**src/rtl/mdc_pkg.sv**
```systemverilog
package mdc_pkg;

   typedef enum logic {
      LVL_LOW  = 1'b0,
      LVL_HIGH = 1'b1
   } mdc_level_e;

   function automatic bit ratio_ok(int unsigned ratio, int unsigned div_w);
      return (ratio >= 2) && (ratio % 2 == 0) && (ratio < (1 << div_w));
   endfunction

endpackage

```
**src/rtl/mdc_div_reg.sv**
```systemverilog
module mdc_div_reg #(
   parameter int DIV_W = 8
) (
   input  logic             clk_i,
   input  logic             rst_ni,
   input  logic             wr_en_i,
   input  logic [DIV_W-1:0] wr_div_i,
   output logic [DIV_W-1:0] div_o
);

   logic [DIV_W-1:0] div_q;

   always_ff @(posedge clk_i or negedge rst_ni) begin
      if (!rst_ni) begin
         div_q <= '0;
      end else if (wr_en_i) begin
         div_q <= wr_div_i;
      end
   end

   assign div_o = div_q;

   // a write is visible on the stored value at the next cycle
   assert_write_kept_R1: assert property (@(posedge clk_i) disable iff (!rst_ni)
      wr_en_i |=> (div_o == $past(wr_div_i)));

endmodule

```
**src/rtl/mdc_ratio.sv**
```systemverilog
module mdc_ratio #(
   parameter int DIV_W     = 8,
   parameter int MIN_RATIO = 4,
   localparam int HALF_W   = DIV_W - 1
) (
   input  logic [HALF_W-1:0] raw_half_i,
   output logic [HALF_W-1:0] half_o
);

   localparam logic [HALF_W-1:0] MIN_HALF = HALF_W'(MIN_RATIO / 2);

   generate
      if (MIN_RATIO == 2) begin : g_floor_one
         assign half_o = (raw_half_i == '0) ? MIN_HALF : raw_half_i;
      end else begin : g_floor_cmp
         assign half_o = (raw_half_i < MIN_HALF) ? MIN_HALF : raw_half_i;
      end
   endgenerate

   always_comb begin
      assert_half_floor_R3: assert (half_o >= MIN_HALF);
   end

endmodule

```
**src/rtl/mdc_clk_gen.sv**
```systemverilog
module mdc_clk_gen
   import mdc_pkg::*;
#(
   parameter int HALF_W        = 7,
   parameter int MIN_HALF      = 2,
   parameter bit EDGE_PULSE_EN = 1'b1
) (
   input  logic              clk_i,
   input  logic              rst_ni,
   input  logic [HALF_W-1:0] half_next_i,
   output logic              mdc_o,
   output logic              rise_o,
   output logic              fall_o
);

   logic [HALF_W-1:0] cnt_q;
   logic [HALF_W-1:0] half_cur_q;
   mdc_level_e        level_q;
   logic              rise_q;
   logic              fall_q;
   logic              phase_end;

   assign phase_end = (cnt_q == (half_cur_q - HALF_W'(1)));

   always_ff @(posedge clk_i or negedge rst_ni) begin
      if (!rst_ni) begin
         cnt_q      <= '0;
         half_cur_q <= HALF_W'(MIN_HALF);
         level_q    <= LVL_LOW;
         rise_q     <= 1'b0;
         fall_q     <= 1'b0;
      end else begin
         rise_q <= 1'b0;
         fall_q <= 1'b0;
         if (phase_end) begin
            cnt_q <= '0;
            if (level_q == LVL_HIGH) begin
               level_q    <= LVL_LOW;
               half_cur_q <= half_next_i;
               fall_q     <= 1'b1;
            end else begin
               level_q <= LVL_HIGH;
               rise_q  <= 1'b1;
            end
         end else begin
            cnt_q <= cnt_q + HALF_W'(1);
         end
      end
   end

   assign mdc_o = (level_q == LVL_HIGH);

   generate
      if (EDGE_PULSE_EN) begin : g_strobes
         assign rise_o = rise_q;
         assign fall_o = fall_q;

         // every rising output edge comes with its strobe
         assert_rise_strobe_R8: assert property (@(posedge clk_i) disable iff (!rst_ni)
            $rose(mdc_o) |-> rise_o);
         // every falling output edge comes with its strobe
         assert_fall_strobe_R8: assert property (@(posedge clk_i) disable iff (!rst_ni)
            $fell(mdc_o) |-> fall_o);
      end else begin : g_no_strobes
         logic unused_strobes;
         assign unused_strobes = rise_q ^ fall_q;
         assign rise_o = 1'b0;
         assign fall_o = 1'b0;
      end
   endgenerate

   // counter never reaches the phase length in force
   assert_cnt_bound_R6: assert property (@(posedge clk_i) disable iff (!rst_ni)
      cnt_q < half_cur_q);

   // phase length changes only where the output has just fallen
   assert_reload_at_fall_R7: assert property (@(posedge clk_i) disable iff (!rst_ni)
      !$stable(half_cur_q) |-> (!mdc_o && $past(mdc_o)));

   // phase length never drops under the floor
   assert_half_floor_R3: assert property (@(posedge clk_i) disable iff (!rst_ni)
      half_cur_q >= HALF_W'(MIN_HALF));

endmodule

```
**src/rtl/mdc_prescaler.sv**
```systemverilog
module mdc_prescaler
   import mdc_pkg::*;
#(
   parameter int DIV_W         = 8,
   parameter int BUS_W         = 32,
   parameter int MIN_RATIO     = 4,
   parameter bit EDGE_PULSE_EN = 1'b1
) (
   input  logic             clk_i,
   input  logic             rst_ni,
   input  logic             wr_en_i,
   input  logic [BUS_W-1:0] wr_data_i,
   output logic [BUS_W-1:0] rd_data_o,
   output logic             mdc_o,
   output logic             mdc_rise_o,
   output logic             mdc_fall_o
);

   localparam int HALF_W   = DIV_W - 1;
   localparam int MIN_HALF = MIN_RATIO / 2;

   generate
      if (DIV_W < 2) begin : g_bad_div_w
         $error("mdc_prescaler: DIV_W must be at least 2");
      end
      if (BUS_W <= DIV_W) begin : g_bad_bus_w
         $error("mdc_prescaler: BUS_W must exceed DIV_W");
      end
      if (!ratio_ok(MIN_RATIO, DIV_W)) begin : g_bad_ratio
         $error("mdc_prescaler: MIN_RATIO must be even, at least 2 and fit DIV_W");
      end
   endgenerate

   logic [DIV_W-1:0]  div_q;
   logic [HALF_W-1:0] half_next;
   logic              unused_wr_hi;

   assign unused_wr_hi = ^wr_data_i[BUS_W-1:DIV_W];

   mdc_div_reg #(
      .DIV_W (DIV_W)
   ) u_div_reg (
      .clk_i    (clk_i),
      .rst_ni   (rst_ni),
      .wr_en_i  (wr_en_i),
      .wr_div_i (wr_data_i[DIV_W-1:0]),
      .div_o    (div_q)
   );

   mdc_ratio #(
      .DIV_W     (DIV_W),
      .MIN_RATIO (MIN_RATIO)
   ) u_ratio (
      .raw_half_i (div_q[DIV_W-1:1]),
      .half_o     (half_next)
   );

   mdc_clk_gen #(
      .HALF_W        (HALF_W),
      .MIN_HALF      (MIN_HALF),
      .EDGE_PULSE_EN (EDGE_PULSE_EN)
   ) u_clk_gen (
      .clk_i       (clk_i),
      .rst_ni      (rst_ni),
      .half_next_i (half_next),
      .mdc_o       (mdc_o),
      .rise_o      (mdc_rise_o),
      .fall_o      (mdc_fall_o)
   );

   assign rd_data_o = {{(BUS_W - DIV_W){1'b0}}, div_q};

   // upper read bits stay clear whatever is written
   assert_rd_upper_zero_R9: assert property (@(posedge clk_i) disable iff (!rst_ni)
      wr_en_i |=> (rd_data_o[BUS_W-1:DIV_W] == '0));

endmodule

```
**config.mk**
```make
export PLATFORM = sky130hd
export DESIGN_NAME = mdc_prescaler
export DESIGN_NICKNAME = d
export VERILOG_FILES = /design/src/rtl/mdc_pkg.sv /design/src/rtl/mdc_div_reg.sv /design/src/rtl/mdc_ratio.sv /design/src/rtl/mdc_clk_gen.sv /design/src/rtl/mdc_prescaler.sv
export SDC_FILE = /design/constraint.sdc
export NUM_CORES = 1
export LEC_CHECK = 0
export BUFFER_PORTS_ARGS = -buffer_cell sky130_fd_sc_hd__buf_2
export CORE_AREA = 2 2 52 64
export CTS_CLUSTER_DIAMETER = 40
export DETAILED_ROUTE_END_ITERATION = 12
export DIE_AREA = 0 0 54 66
export GPL_TIMING_DRIVEN = 0
export PLACE_DENSITY = 0.84
export SETUP_SLACK_MARGIN = 0.15
export SLEW_MARGIN = 30
export SYNTH_ARGS = -nofsm -noshare
export SYNTH_HDL_FRONTEND = slang
export SYNTH_SLANG_ARGS = --single-unit
```
**constraint.sdc**
```tcl
create_clock -name clk_i -period 4.55 [get_ports clk_i]
set_input_delay 0.2275 -clock clk_i [delete_from_list [all_inputs] [get_ports clk_i]]
set_output_delay 0.2275 -clock clk_i [all_outputs]
set_load 0.03 [all_outputs]
```
Word level (Yosys, flattened, before mapping)
Cells that the tools add are included.
{"block": "totals", "in_bits": 35, "reg_bits": 25, "ramBits": 0, "latchBits": 0, "wordCells": 17, "memories": 0, "mem_bits_ro": 0, "out_inout_bits": 35}
{"block": "classes", "bitwise_logic": 0, "add_sub_neg": 2, "mux": 6, "shifts": 0, "order_cmp": 1, "mul": 0, "n_div": 0, "n_eq_ne": 1, "n_reduce_logical": 1}
{"op": "$mux 7", "n": 2}
{"op": "$add 7x1->7 const B", "n": 1}
{"op": "$eq 7x7->1", "n": 1}
{"op": "$lt 7x2->1 const B", "n": 1}
{"op": "$sub 7x1->7 const B", "n": 1}
{"op": "$mux 1", "n": 4}
{"op": "$reduce_and 2->1", "n": 1}

Depth between registers and ports, before layout
Gate-level depths: netlist of the first run.
{"block": "logic_depth", "depth_word": 3, "mapped_depth": 7, "ltp_nobuf": 7}

Cells and area by module
Synthesis of the first run repeated with hierarchy kept, for this count alone.
{"block": "unflattened", "hier_cells": 124, "hier_area_um2": 1430.1}
{"mod": "mdc_clk_gen", "area_per_inst_um2": 862.1, "seq_area_each_um2": 426.7, "n_inst": 1, "cells_per_inst": 74}
{"mod": "mdc_div_reg", "area_per_inst_um2": 331.6, "seq_area_each_um2": 200.2, "n_inst": 1, "cells_per_inst": 17}
{"mod": "mdc_prescaler", "area_per_inst_um2": 183.9, "seq_area_each_um2": 0.0, "n_inst": 1, "cells_per_inst": 25}
{"mod": "mdc_ratio", "area_per_inst_um2": 52.6, "seq_area_each_um2": 0.0, "n_inst": 1, "cells_per_inst": 8}

Worst setup path after synthesis of the first run
No wires, ideal clock.
{"block": "synth_timing", "path_type": "register to register", "startpoint": "reg u_clk_gen.half_cur_q[1]", "endpoint": "reg u_clk_gen.half_cur_q[2]", "path_stages_with_launch": 8, "arrival_time_ns": 2.333, "setup_slack_ns": 2.093, "required_ns": 4.425, "synth_period_minus_slack_ns": 2.457, "path_buffers": 0, "setup_ns": 0.125, "cell_sequence": "dfstp_2 -> inv_1 -> ha_1 -> nor2b_1 -> or3_1 -> a31o_2 -> nor4_4 -> mux2_2"}
{"block": "synth_between", "elab_chain_cells": 3}
{"element": "from (decl)", "line_no": "mdc_clk_gen.sv:17", "rtl": "logic [HALF_W-1:0] half_cur_q;"}
{"element": "from (signal assigned)", "line_no": "mdc_clk_gen.sv:28", "rtl": "half_cur_q <= HALF_W'(MIN_HALF);"}
{"element": "from (signal assigned)", "line_no": "mdc_clk_gen.sv:39", "rtl": "half_cur_q <= half_next_i;"}
{"element": "$sub 7x1->7", "line_no": "mdc_clk_gen.sv:23", "rtl": "assign phase_end = (cnt_q == (half_cur_q - HALF_W'(1)));"}
{"element": "$eq 7x7->1", "line_no": "mdc_clk_gen.sv:23"}
{"element": "$reduce_and 2->1 (no source line)"}
Every way passes these cells.
A chain may end at the register's enable or synchronous reset.

Worst setup path after layout of the first run
{"block": "layout_timing", "startpoint": "reg u_clk_gen.half_cur_q[1]", "endpoint": "reg u_clk_gen.half_cur_q[3]"}
The elaborated chain is that of the path after synthesis.

==> results of run 1 <==
[synthesized netlist by cell type]
library cell / instances / area share (%)
buf_4: 24 / 13
dfrtp_1: 24 / 45
mux2_2: 13 / 11
nor2_1: 10 / 2.8
xnor2_1: 10 / 6.5
nand3_1: 4 / 1.5
nor2b_1: 4 / 1.9
xor2_1: 4 / 2.6
inv_1: 3 / 0.83
nand2_1: 3 / 0.83
a21oi_1: 2 / 0.74
ha_1: 2 / 1.9
mux2i_1: 2 / 1.5
nor3_1: 2 / 0.74
nor4_1: 2 / 0.93
a31o_2: 1 / 0.65
a31oi_1: 1 / 0.46
and3_1: 1 / 0.46
and3b_2: 1 / 0.74
clkbuf_1: 1 / 0.28
conb_1: 1 / 0.28
dfstp_2: 1 / 1.9
nand4b_1: 1 / 0.65
nor3_2: 1 / 0.74
nor4_4: 1 / 1.6
o21ai_0: 1 / 0.37
or3_1: 1 / 0.46
[power by group through the flow]
stage | Clock [mW] | Combinational [mW] | Sequential (mW)
after floorplan | 0 | 0.0520 | 0.253
after global placement | 0 | 0.0826 | 0.240
after detailed placement | 0 | 0.0834 | 0.240
after CTS | 0.0968 | 0.0842 | 0.236
after global routing | 0.105 | 0.0908 | 0.237
final | 0.0942 | 0.0842 | 0.236
[metal layers]
metal / GRT usage (%) / share of wire (%) / up-vias
met5: 0 / 0 / -
met4: 3.75 / 0.41 / 0
met3: 1.58 / 5.8 / 2
met2: 25.3 / 55 / 36
met1: 16.0 / 39 / 429
li1: - / - / 456
[path summary, 6_finish.rpt]
kind	from	to	depth (start not counted)
max in group asynchronous	rst_ni	u_clk_gen.half_cur_q[1]$_DFFE_PN1P_	2
min in group asynchronous	rst_ni	u_clk_gen.half_cur_q[6]$_DFFE_PN0P_	2
worst max register to register	u_clk_gen.half_cur_q[1]$_DFFE_PN1P_	u_clk_gen.half_cur_q[3]$_DFFE_PN0P_	7
worst max-delay path	u_clk_gen.half_cur_q[1]$_DFFE_PN1P_	u_clk_gen.half_cur_q[3]$_DFFE_PN0P_	7
worst min-delay path	wr_data_i[5]	u_div_reg.div_o[5]$_DFFE_PN0P_	2
worst min register to register	u_clk_gen.mdc_o$_DFFE_PN0N_	u_clk_gen.rise_o$_DFF_PN0_	1
[kinds of logic (layout without fill, tap and decap cells)]
logic type / count (synthesis) / count (layout) / share of synthesized area, %
buf+inv: 28 / 53 / 14.5
flops: 25 / 25 / 46.5
fa+ha+maj: 2 / 2 / 1.85
other cells: 1 / 24 / 0.278
compound gates: 5 / 5 / 2.23
xor+xnor: 14 / 14 / 9.09
mux: 15 / 15 / 12.3
simple gates: 31 / 31 / 13.3
[worst max-delay path, cell delays in order (launching register included)]
cell and delay, ns:
dfstp_2 0.55, inv_1 0.06, ha_1 0.23, nor2b_1 0.14, or3_1 0.34, a31o_2 0.28
nor4_4 0.59, mux2_2 0.40
[flip-flops by register name, indices dropped and copies added (netlist names)]
register,cells
u_div_reg.div_o,8
u_clk_gen.mdc_o,1
u_clk_gen.rise_o,1
u_clk_gen.half_cur_q,7
u_clk_gen.cnt_q,7
u_clk_gen.fall_o,1
[per-stage QoR]
step	setup WS [ns]	hold WS [ns]	total power, mW
floorplan	2.09	-0.0681	0.305
global placement	1.89	0.238	0.323
detailed placement	1.85	0.236	0.324
CTS	1.82	0.138	0.417
global route	1.72	0.130	0.433
finish	1.84	0.143	0.415
[final cells by class]
type / count / area share, %
plain buffers: 25 / 11.4
clock buffers: 4 / 1.63
inverters: 3 / 0.697
multi-input cells: 91 / 37.9
flip-flops and latches: 25 / 38.8
well taps: 36 / 2.79
repair buffers: 21 / 6.81
==> results.tsv, run 1 <==
metric	value	unit
status	finished clean	
routed_wl	2220	µm
die_area	3560	µm²
cts_root_buffer	clkbuf_4	
slew-limit-headroom	58.1	%
dp.cells	200	
grt_use_total	13.6	%
grt_overflow_total	0	
synthesis.yosys.warnings	0	
ys_types	27	
ys_seq_elements	25	
portBuffers	20	
max_cap_viol_count	0	
cp-start-kind	flop	
power_frac_comb	20.3	%
p_leak	0.812	nW
antenna_found_initial	0	
worstMarginPinSlew	0.624	ns
yosysSeqAreaShare	46.5	%
die-width	54	µm
syn_to_final_growth	19.9	%
regArea	627	µm²
final_cells	205	
route.vias.total	923	
firstDrtPassIters	2	
cts_hold_buf	1	
drt_iter0_markers	9	
placed_area	1580	µm²
min_period	2.71	ns
postCtsSetupRepairBufs	0	
period_share	59.5	%
htreeDepth	1	
clock_path_buffers	2	
via_per_inst	4.50	
grt_max_degree	26	
start_util	45.4	%
dp_hpwl	1800	µm
design_area	1620	µm²
cts_made_buffers	3	
min_path_type	input pin to flop	
grt_pass1_vias	826	
ant_nets	0	
final_util	54.4	%
drive_above_1_share	38.5	%
final_cell_mix	24 x buf_4, 24 x conb_1, 24 x dfrtp_1	
critical_path_arrival	2.91	ns
hold_violations	0	
peakVddDrop	0.193	mV
finalNetCount	207	
clock.fmax	369	MHz
post_cts_resized	0	
syn_area_per_cell	11.1	µm²
path_clk_slew	0.13	ns
p_per_area	256	nW/µm²
setup_tns	0	ns
routedWlPerCell	10.8	µm
finClkSkew	0.00676	ns
crit_type	flop to flop	
swShare	29.4	%
grt_pass1_wl	3610	µm
core_area	2970	µm²
drc_errors	0	
regToRegSetupSlack	1.84	ns
rsz0062_at_grt	false	
globalplace.congestion	0.710	
fillers	268	
syn_inst	121	
rows	22	
cp.required	4.75	ns
cts.sinks	25	
setup-violations-final	0	
pwr-share-seq	57.0	%
p_sw	0.122	mW
p_clk_share	22.7	%
cts_tree	yes	
die_h	66	µm
end_kind	flop	
p_int	0.293	mW
synthesis.area	1350	µm²
multi_input_area	613	µm²
cp_max_fo	8	
clock_latency	0.31	ns
final_max_slew_viol_count	0	
ios	70	
antenna_cells	0	
Power figures use the tool's default switching activity.
==> inputs of run 2 (changes only) <==
ABC_AREA = 1   (was unset)
CORE_AREA = 2 2 56 68   (was 2 2 52 64)
DIE_AREA = 0 0 58 70   (was 0 0 54 66)
PLACE_DENSITY = 0.81   (was 0.84)
clock period = 2.5 ns   (was 4.55 ns; I/O delays follow)
==> run 2 against run 1 <==
Compared with the run above:
- worst setup slack worse by 1.2 ns
- critical endpoint is now u_clk_gen.half_cur_q[5]$_DFFE_PN0P_
- hold slack worse by 0.082 ns
- die area up 14%
- via count up 41%
- critical path depth up 5
- final cell count up 41%
- sequential share of layout area down 4.5 points
- largest power group unchanged
- cell area up 13%
- sequential power up 81%
- combinational power up 82%
==> results.tsv, run 2 <==
metric	value	unit	change
status	finished clean		
hold_violations	0		unchanged
critical_path_arrival	2.06	ns	-0.85 ns
worstMarginPinSlew	0.546	ns	-0.0782 ns
muxShareOfSynthArea	4.39	%	-7.9 points
clock.fmax	528	MHz	+43%
hold_ws	0.0608	ns	-0.0820 ns
yosysMostFrequentCell	nand2_1		
synth-main-ff-cell	dfrtp_1		
firstDrtPassIters	4		+2
final_cell_mix	64 x nand2_1, 25 x inv_1, 24 x buf_4, 24 x conb_1, 24 x dfrtp_1		
post_cts_resized	0		unchanged
period_share	75.7	%	+16 points
routed_wl	2650	µm	+19%
clock_latency	0.27	ns	-0.04 ns
ant_nets	0		unchanged
ios	70		unchanged
htreeDepth	1		unchanged
min_path_type	input pin to flop		
synth_common_cells	64 x nand2_1, 25 x inv_1, 24 x buf_4, 24 x dfrtp_1, 20 x nor2_1		
holdPathStages	3		+1
path_clk_slew	0.08	ns	-0.05 ns
drc_errors	0		unchanged
synthSimpleGateAreaFrac	30.7	%	+17 points
fillers	343		+28%
r2r_start	u_clk_gen.half_cur_q[1]$_DFFE_PN1P_		
cp_max_fo	8		unchanged
holdPathEnd	u_div_reg.div_o[3]$_DFFE_PN0P_		
die-width	58	µm	+7.4%
start_util	44.2	%	-1.2 points
crit_type	flop to flop		
pre_cts_ws	0.604	ns	-1.25 ns
syn_area_per_cell	7.58	µm²	-32%
cp.required	2.66	ns	-2.09 ns
die_area	4060	µm²	+14%
syn_inst	203		+68%
synth_top_cell_by_area	dfrtp_1		
drt_iter0_markers	20		+11
grt_use_total	14.5	%	+0.83 points
synthesis.area	1540	µm²	+14%
final_max_slew_viol_count	0		unchanged
crit_path_start	u_clk_gen.half_cur_q[1]$_DFFE_PN1P_		
cts_hold_buf	1		unchanged
synthesis.yosys.warnings	0		unchanged
synth_top_family_by_area	simple AND/OR/NAND/NOR gates		
min_period	1.89	ns	-0.817 ns
via_per_inst	4.49		-0.36%
antenna_cells	0		unchanged
final_common_cell	nand2_1		
r2r_end	u_clk_gen.half_cur_q[5]$_DFFE_PN0P_		
routedWlPerCell	9.13	µm	-16%
cts.sinks	25		unchanged
peakVddDrop	0.368	mV	+90%
ys_types	22		-19%
antenna_found_initial	0		unchanged
grt_pass1_vias	1165		+41%
grt_pass1_wl	4710	µm	+31%
synth_top_area_share	39.0	%	-5.5 points
max_cap_viol_count	0		unchanged
ys_seq_elements	25		unchanged
portBuffers	20		unchanged
core_area	3480	µm²	+17%
reg2regPathDepth	12		+5
globalplace.congestion	0.851		+20%
route.vias.total	1301		+41%
syn_to_final_growth	18.9	%	
setup_tns	0	ns	unchanged
finClkSkew	0.00268	ns	-0.00408 ns
postCtsSetupRepairBufs	0		unchanged
cts_made_buffers	3		unchanged
setup-violations-final	0		unchanged
ys_top_cells_by_area	dfrtp_1 39%, nand2_1 16%, buf_4 12%		
layout_setup_ws	0.607	ns	-1.23 ns
clock_path_buffers	2		unchanged
largest_register_ffs	8		unchanged
drive_above_1_share	25.9	%	-13 points
p_per_area	445	nW/µm²	+73%
synth_xor_area_share	2.85	%	-6.2 points
grt_max_degree	26		unchanged
yosysSeqAreaShare	40.7	%	-5.7 points
p_leak	1.11	nW	+36%
die_h	70	µm	+6.1%
cts_tree	yes		
rows	24		+9.1%
regToRegSetupSlack	0.61	ns	-1.23 ns
async_reset_ff_share	100	%	unchanged
synth_fa_ha_area_share	1.63	%	-0.23 points
end_kind	flop		
rsz0062_at_grt	false		
grt_overflow_total	0		unchanged
cp-start-kind	flop		
slew-limit-headroom	63.6	%	+5.5 points
synth_edf_count	0		unchanged
cts_root_buffer	clkbuf_8		
holdCritStartpoint	wr_data_i[3]		
dp_hpwl	2180	µm	+21%
synth_compound_area_share	0.650	%	-1.6 points
finalNetCount	289		+40%
==> run 2: cell types whose count changed after synthesis, sizes merged, moves of 2 or more <==
cell   before  now
a21oi       2    0
inv         3   27
mux2       13    6
mux2i       2    0
nand2       3   65
nand3       4    9
nand4       0    8
nor2       10   26
nor2b       4    0
nor3        3    0
nor4        3    0
xnor2      10    2
==> run 2: area by class of cell <==
type	count	area (µm²)	share of cell area, %
buffer	26	189	10.3
multi-input combinational	148	708	38.7
timing repair buffer	21	110	6.02
clock buffer	4	45.0	2.46
sequential	25	627	34.3
inverter	27	101	5.54
tap	39	48.8	2.67
==> run 2: cells by family (layout without fill, tap and decap cells) <==
family | after synthesis | in the layout
other cells | 1 | 24
fa+ha+maj | 2 | 2
simple gates | 109 | 109
compound gates | 2 | 2
flops | 25 | 25
buf+inv | 53 | 78
xor+xnor | 5 | 5
mux | 6 | 6
==> run 2: worst max-delay path: stages, from the launching register on <==
cell,delay [ns]
dfstp_2,0.55
inv_1,0.06
ha_1,0.29
inv_1,0.06
nand2_1,0.04
nand2_1,0.06
nand2_1,0.08
nor2_1,0.12
nand2_1,0.09
nor2_4,0.11
nand3_2,0.16
nand2_1,0.12
nand2_1,0.05
==> run 2: worst max path at each step <==
stage,end,slack (ns),cells past startpoint
after floorplan,u_clk_gen.half_cur_q[4]$_DFFE_PN0P_,0.81,12
after global placement,u_clk_gen.cnt_q[6]$_DFF_PN0_,0.64,12
after detailed placement,u_clk_gen.cnt_q[2]$_DFF_PN0_,0.60,12
after CTS,u_clk_gen.cnt_q[2]$_DFF_PN0_,0.59,12
after global routing,u_clk_gen.half_cur_q[5]$_DFFE_PN0P_,0.45,12
final,u_clk_gen.half_cur_q[5]$_DFFE_PN0P_,0.61,12
==> run 2: metal layers <==
| layer | track usage [%] | wire length [µm] | vias up |
|---|---|---|---|
| li1 | - | - | 669 |
| met1 | 16.5 | 1070 | 592 |
| met2 | 26.8 | 1410 | 35 |
| met3 | 1.67 | 118 | 5 |
| met4 | 5.43 | 40 | 0 |
| met5 | 0 | 0 | - |
==> run 2: metrics by stage <==
| step | total power [mW] | instances | area [µm²] | utilization, % |
|---|---|---|---|---|
| after global placement | 0.584 | 285 | 1770 | 50.9 |
| after CTS | 0.819 | 290 | 1830 | 52.5 |
| after detailed placement | 0.587 | 285 | 1770 | 50.9 |
| after global routing | 0.846 | 290 | 1830 | 52.5 |
| after floorplan | 0.554 | 226 | 1630 | - |
| final | 0.813 | 290 | 1830 | 52.5 |
==> run 2: power by group <==
part           switching [mW]  internal, mW
clock                   0.120         0.114
combinational           0.101        0.0516
sequential            0.00999         0.417
